===== config.mk =====
export PLATFORM = sky130hd
export DESIGN_NAME = can_accept_filter
export DESIGN_NICKNAME = d
export VERILOG_FILES = /design/src/rtl/can_filt_pkg.sv /design/src/rtl/can_filt_box_cmp.sv /design/src/rtl/can_filt_prio.sv /design/src/rtl/can_accept_filter.sv
export SDC_FILE = /design/constraint.sdc
export NUM_CORES = 1
export LEC_CHECK = 0
export BUFFER_PORTS_ARGS = -buffer_cell sky130_fd_sc_hd__buf_2
export CAP_MARGIN = 20
export CORE_AREA = 2 2 246 248
export CTS_CLUSTER_DIAMETER = 50
export DETAILED_ROUTE_END_ITERATION = 6
export DIE_AREA = 0 0 248 250
export SLEW_MARGIN = 20
export SYNTH_ARGS = -nofsm -noshare
export SYNTH_HDL_FRONTEND = slang
export SYNTH_SLANG_ARGS = --single-unit
export TNS_END_PERCENT = 5

===== constraint.sdc =====
create_clock -name clk -period 5.6 [get_ports clk]
set_clock_uncertainty 0.15 [all_clocks]
set_input_delay 0.28 -clock clk [delete_from_list [all_inputs] [get_ports clk]]
set_output_delay 0.28 -clock clk [all_outputs]
set_load 0.005 [all_outputs]

===== src/rtl/can_filt_pkg.sv =====
package can_filt_pkg;

    localparam int ID_W        = 29;
    localparam int STD_W       = 11;
    localparam int STD_LSB     = ID_W - STD_W;
    localparam int MASK_UNUSED = 3;
    localparam int NUM_GROUPS  = 2;

    typedef logic [ID_W-1:0] can_id_t;

    typedef enum logic {
        FT_DATA   = 1'b0,
        FT_REMOTE = 1'b1
    } ftype_e;

    typedef struct packed {
        can_id_t id;
        logic    ext;
        ftype_e  ftype;
    } frame_t;

    // Identifier bits that take part in a comparison for the given format.
    function automatic can_id_t care_bits(input logic ext);
        can_id_t c;
        if (ext) c = '1;
        else     c = {{STD_W{1'b1}}, {STD_LSB{1'b0}}};
        return c;
    endfunction

    // Group mask with the unused low bits forced to "compare".
    function automatic can_id_t usable_mask(input can_id_t m);
        can_id_t low;
        low = can_id_t'((1 << MASK_UNUSED) - 1);
        return m & ~low;
    endfunction

endpackage


===== src/rtl/can_filt_box_cmp.sv =====
module can_filt_box_cmp
    import can_filt_pkg::*;
(
    input  frame_t  frame,
    input  can_id_t cfg_id,
    input  logic    cfg_ext,
    input  logic    cfg_rtr,
    input  logic    cfg_tx,
    input  logic    in_use,
    input  can_id_t ign_mask,
    output logic    match
);
    can_id_t care;
    logic    fmt_ok;
    logic    type_ok;
    logic    role_ok;
    logic    id_ok;

    always_comb begin
        care    = care_bits(frame.ext) & ~ign_mask;
        fmt_ok  = (cfg_ext == frame.ext);
        type_ok = (cfg_rtr == (frame.ftype == FT_REMOTE));
        role_ok = !(cfg_tx && (frame.ftype == FT_DATA));
        id_ok   = ((frame.id ^ cfg_id) & care) == '0;
        match   = in_use && fmt_ok && type_ok && role_ok && id_ok;
    end
endmodule


===== src/rtl/can_filt_prio.sv =====
module can_filt_prio #(
    parameter int N  = 16,
    localparam int BW = (N > 1) ? $clog2(N) : 1
) (
    input  logic [N-1:0]  req,
    output logic          found,
    output logic [BW-1:0] idx
);
    always_comb begin
        found = 1'b0;
        idx   = '0;
        for (int i = N - 1; i >= 0; i--) begin
            if (req[i]) begin
                found = 1'b1;
                idx   = BW'(i);
            end
        end
    end
endmodule


===== src/rtl/can_accept_filter.sv =====
module can_accept_filter
    import can_filt_pkg::*;
#(
    parameter int NUM_BOXES = 16,
    localparam int BOX_W = (NUM_BOXES > 1) ? $clog2(NUM_BOXES) : 1
) (
    input  logic                          clk,
    input  logic                          rst,
    input  logic                          frame_valid,
    input  logic [ID_W-1:0]               rx_id,
    input  logic                          rx_ext,
    input  logic                          rx_rtr,
    input  logic [NUM_BOXES*ID_W-1:0]     box_id,
    input  logic [NUM_BOXES-1:0]          box_ext,
    input  logic [NUM_BOXES-1:0]          box_rtr,
    input  logic [NUM_BOXES-1:0]          box_tx,
    input  logic [BOX_W-1:0]              top_box,
    input  logic [NUM_GROUPS-1:0]         grp_en,
    input  logic [NUM_GROUPS*BOX_W-1:0]   grp_sel,
    input  logic [NUM_GROUPS*ID_W-1:0]    grp_mask,
    output logic                          hit,
    output logic [BOX_W-1:0]              hit_box,
    output logic                          id_update
);
    frame_t               frame_q;
    logic                 vld_q;
    logic [NUM_BOXES-1:0] box_match;
    logic [NUM_BOXES-1:0] box_is_grp;
    logic                 any_match;
    logic [BOX_W-1:0]     win_idx;

    always_ff @(posedge clk) begin
        if (rst) begin
            vld_q   <= 1'b0;
            frame_q <= '0;
        end else begin
            vld_q <= frame_valid;
            if (frame_valid) begin
                frame_q.id    <= rx_id;
                frame_q.ext   <= rx_ext;
                frame_q.ftype <= rx_rtr ? FT_REMOTE : FT_DATA;
            end
        end
    end

    for (genvar i = 0; i < NUM_BOXES; i++) begin : g_box
        can_id_t ign;
        logic    grp;
        logic    in_use;

        always_comb begin
            ign = '0;
            grp = 1'b0;
            for (int g = NUM_GROUPS - 1; g >= 0; g--) begin
                if (grp_en[g] && (grp_sel[g*BOX_W +: BOX_W] == BOX_W'(i))) begin
                    ign = usable_mask(grp_mask[g*ID_W +: ID_W]);
                    grp = 1'b1;
                end
            end
            in_use = (BOX_W'(i) <= top_box);
        end

        assign box_is_grp[i] = grp;

        can_filt_box_cmp u_cmp (
            .frame    (frame_q),
            .cfg_id   (box_id[i*ID_W +: ID_W]),
            .cfg_ext  (box_ext[i]),
            .cfg_rtr  (box_rtr[i]),
            .cfg_tx   (box_tx[i]),
            .in_use   (in_use),
            .ign_mask (ign),
            .match    (box_match[i])
        );
    end

    can_filt_prio #(.N(NUM_BOXES)) u_prio (
        .req   (box_match),
        .found (any_match),
        .idx   (win_idx)
    );

    always_comb begin
        hit       = vld_q && any_match;
        hit_box   = hit ? win_idx : '0;
        id_update = hit && box_is_grp[win_idx];
    end
endmodule


==> summary.md <==
The detailed router placed 24,500 vias in this run. In the final routed layout, each cell accounts on average for 34.6 um. Max-cap violations in this run came to 0.

The initial core utilization was 0.272; the number of slew-limit violations in the final report was 0. The path class of the tightest hold or removal check is input port to flop. Synthesis produced 2,330 cells. Number of flip-flops and latches in the synthesized netlist: 32.

The sequential-to-total area share from yosys stat came out at 0.0395. The library cell used most frequently in the layout, excluding fill and tap cells, is sky130_fd_sc_hd__buf_2. After synthesis, the cell types taking the most area are sky130_fd_sc_hd__xnor2_1, sky130_fd_sc_hd__a211oi_1, sky130_fd_sc_hd__a21oi_1. The post-detailed-routing wire length was 133,000 um. The count of final hold-check violations was 0.

The startpoint identified for the worst register-to-register timing path is frame_q[1]. The tree is rooted in a sky130_fd_sc_hd__clkbuf_16. At the placement stage, the worst setup path has a slack of 0.165 ns. The number of nets handed over by synthesis was 2,948. The worst path required time is 5.17 ns, and the global placement routability congestion is 1.12.

The flow ran to the end, and the final reports show no timing, DRC or antenna violations. The multi-input combinational cells in the finished layout cover a total of 0.0143 mm^2. The headroom to the max-slew limit was 0.238. The die outline width was 248 um; the power density over the cells was 125 mW/mm^2.

624 I/O pins were placed. The run gives 3,351 as the initial detailed-routing violation count. Clock-pin slew was measured on the worst setup and hold paths at 0.06 ns. The die footprint is 0.0620 mm^2. The final layout contains 3,675 nets. Input and output buffers added on the ports amount to 617. The run gives 0 as the remaining antenna violation count after routing. In this run, post-CTS hold repair placed 0 buffers.

The proportion of netlist area held by the largest area contributor works out to 0.220. STA classifies the critical path startpoint as a flop. Destination of the worst register-to-register timing path: frame_q[1]. For the DRC violation count after routing, the log shows 0. Async set or reset register ratio after synthesis: 0.

The area taken by flip-flops and latches was 642 um^2; the pin count of the biggest net entering global routing was 33. The final core utilization came out at 0.370. For this design the static power due to leakage is 8.65 nW. Summing all non-filler instances in the final layout gives an area of 0.0220 mm^2.

The cell count of the worst reg-to-reg path came out at 3. The hold slack was 0.0778 ns; the half-perimeter wire length after detailed placement was 112,000 um. The first global-routing pass estimated 180,000 um of wire.

The later pin in the worst-skew pair is clocked with a latency of 0.29 ns. Timing would allow up to 0.184 GHz. Total negative slack: 0 ns. The largest total area in the synthesized netlist belongs to sky130_fd_sc_hd__xnor2_1. The share of post-route cells with drive strength above 1 works out to 0.338. The total congestion overflow is 0.

TritonCTS built the clock tree. At the pin with the least slew margin, the transition time is 1.14 ns. After floorplanning, the core was divided into 90 placement rows. After detailed routing, the number of vias per cell comes to 6.36.

Before antenna repair, the detailed router went through 6 iterations. Counting the fill cells in the layout gives 6,649. Setup slack on the critical path of the routed design comes to 0.154 ns. VDD sags by at most 129 uV. By startpoint and endpoint, the worst setup path is classified as flop to primary output. Setup repair after global routing left no endpoint under its margin. In this run the register-to-register setup slack is 3.99 ns. For the clock buffer count from CTS, the log shows 5. The launch instance of the worst min-delay path was rx_id[6]. The H-tree generated during clock tree synthesis spans 2 levels. The tools report the combined area of all synthesized cells as 0.0162 mm^2.

The final period utilization works out to 0.972. The run gives 23,800 as the number of global-route vias before repair. The area of the core region is 0.0596 mm^2.

Number of synthesized flops with an enable pin: 0. Among all flip-flop cells after synthesis, the most frequent one is sky130_fd_sc_hd__dfxtp_1. The number of cells on the worst hold path was 3; the worst-path maximum fanout was 8. The clock sink count was 32; the buffer depth of the longest clock path was 2.

STA puts the critical path data arrival time at 5.02 ns. The layout-stage area growth over the synthesis result was 35.8%. STA classifies the critical path endpoint as a primary output. The number of antenna violations at the first check in global routing was 8; the average footprint of a synthesized cell was 6.96 um^2. The endpoint of the worst hold path was frame_q[8]. The top cell types in the final layout, fill and taps aside, are sky130_fd_sc_hd__buf_2, sky130_fd_sc_hd__xnor2_1, sky130_fd_sc_hd__buf_4.

The number of library cell types mapped by synthesis is 103, and the overall fraction of global-route tracks in use is 0.410. Tracing the worst setup path back leads to its startpoint at frame_q[10]. The number of synthesis warnings was 0.

The die height is 250 um. Shortest clock period the worst path allows after layout: 5.45 ns. Setup violations remaining at the end of the flow were counted as 0. The placed instances occupy a cell area of 0.0218 mm^2.
==> state kept, by name, summed over array words and instances (netlist names) <==
register / flops
frame_q: 31
vld_q: 1
==> cell usage after synthesis (all sizes together), types with 14 or more instances <==
cell and count:
dfxtp 32, o211ai 17, a2111oi 20, xor2 73, mux2i 39, a211oi 114, a311oi 20, a21oi 165
a221o 34, nor4 70, a21o 29, o2111ai 28, a22oi 14, a31o 14, xnor2 407, nor2 149
o21ai 69, nand3 56, and2 45, buf 121, clkbuf 115, nor3 97, nand2 113, nand4 35
and3 17, o22ai 96, inv 30, a221oi 33, a31oi 59, or4 22
==> metrics by stage <==
step | power, W | instances
after floorplan | 0.00138 | 2330
after global placement | 0.00239 | 3830
after detailed placement | 0.00237 | 3830
after CTS | 0.00268 | 3838
after global routing | 0.00285 | 3844
final | 0.00276 | 3847
==> cell families (layout without fill, tap and decap cells) <==
kind of cell,count (synthesis),after routing,synth area share
simple gates,690,690,0.234
other cells,0,7,0
xor+xnor,480,480,0.259
buf+inv,266,994,0.0799
flops,32,32,0.0395
compound gates,822,822,0.363
mux,40,40,0.0248
==> layer usage <==
metal  track usage  vias to the layer above  routed length [um]
met4         0.262                        2               10800
met1         0.500                    11400               49400
li1              -                    10400                   -
met5             0                        -                  10
met3        0.0832                      491               14900
met2         0.651                     2124               58100
==> critical path, stage by stage, from the launching register on <==
cell                        delay [ns]
sky130_fd_sc_hd__dfxtp_1          0.79
sky130_fd_sc_hd__buf_4            0.28
sky130_fd_sc_hd__xnor2_1          0.26
sky130_fd_sc_hd__o22ai_1          0.15
sky130_fd_sc_hd__nor4_1           0.26
sky130_fd_sc_hd__nand2_1          0.12
sky130_fd_sc_hd__o31a_1           0.32
sky130_fd_sc_hd__o41ai_2          0.37
sky130_fd_sc_hd__buf_4            0.21
sky130_fd_sc_hd__a21oi_1          0.08
sky130_fd_sc_hd__a311oi_2         0.33
sky130_fd_sc_hd__o2111ai_2        0.16
sky130_fd_sc_hd__a21o_2           0.31
sky130_fd_sc_hd__mux2i_1          0.14
sky130_fd_sc_hd__mux2_2           0.28
sky130_fd_sc_hd__a22oi_1          0.18
sky130_fd_sc_hd__o21a_1           0.30
sky130_fd_sc_hd__buf_2            0.17
==> worst max-delay path by stage <==
| stage | cells after the start | endpoint | slack, ns |
|---|---|---|---|
| 5_1_grt | 18 | id_update | 0.02 |
| 2_1_floorplan | 16 | id_update | 1.37 |
| 3_3_place_gp | 17 | id_update | 0.17 |
| 3_5_place_dp | 17 | id_update | 0.16 |
| 6_report | 17 | id_update | 0.15 |
| 4_1_cts | 17 | id_update | 0.12 |
==> where the power goes <==
| part | total (W) | internal, W | switching [W] |
|---|---|---|---|
| Clock | 0.000293 | 0.000176 | 0.000118 |
| Sequential | 0.000290 | 0.000241 | 0.0000481 |
| Combinational | 0.00217 | 0.000833 | 0.00134 |
| Total | 0.00276 | 0.00125 | 0.00151 |
==> final cells by class <==
| cell class | count | share of cell area |
|---|---|---|
| diodes | 7 | 0.000795 |
| clock buffers | 6 | 0.00631 |
| clock inverters | 2 | 0.000454 |
| inverters | 30 | 0.00511 |
| multi-input cells | 2032 | 0.651 |
| flip-flops and latches | 32 | 0.0291 |
| well taps | 782 | 0.0444 |
| repair buffers | 956 | 0.263 |
==> timing repair <==
item / CTS / global route
setup endpoints to repair: 0 / 1
buffers inserted: 0 / 1
gates resized for setup: 0 / 8
Note: power is estimated with default switching activity, not from simulation.
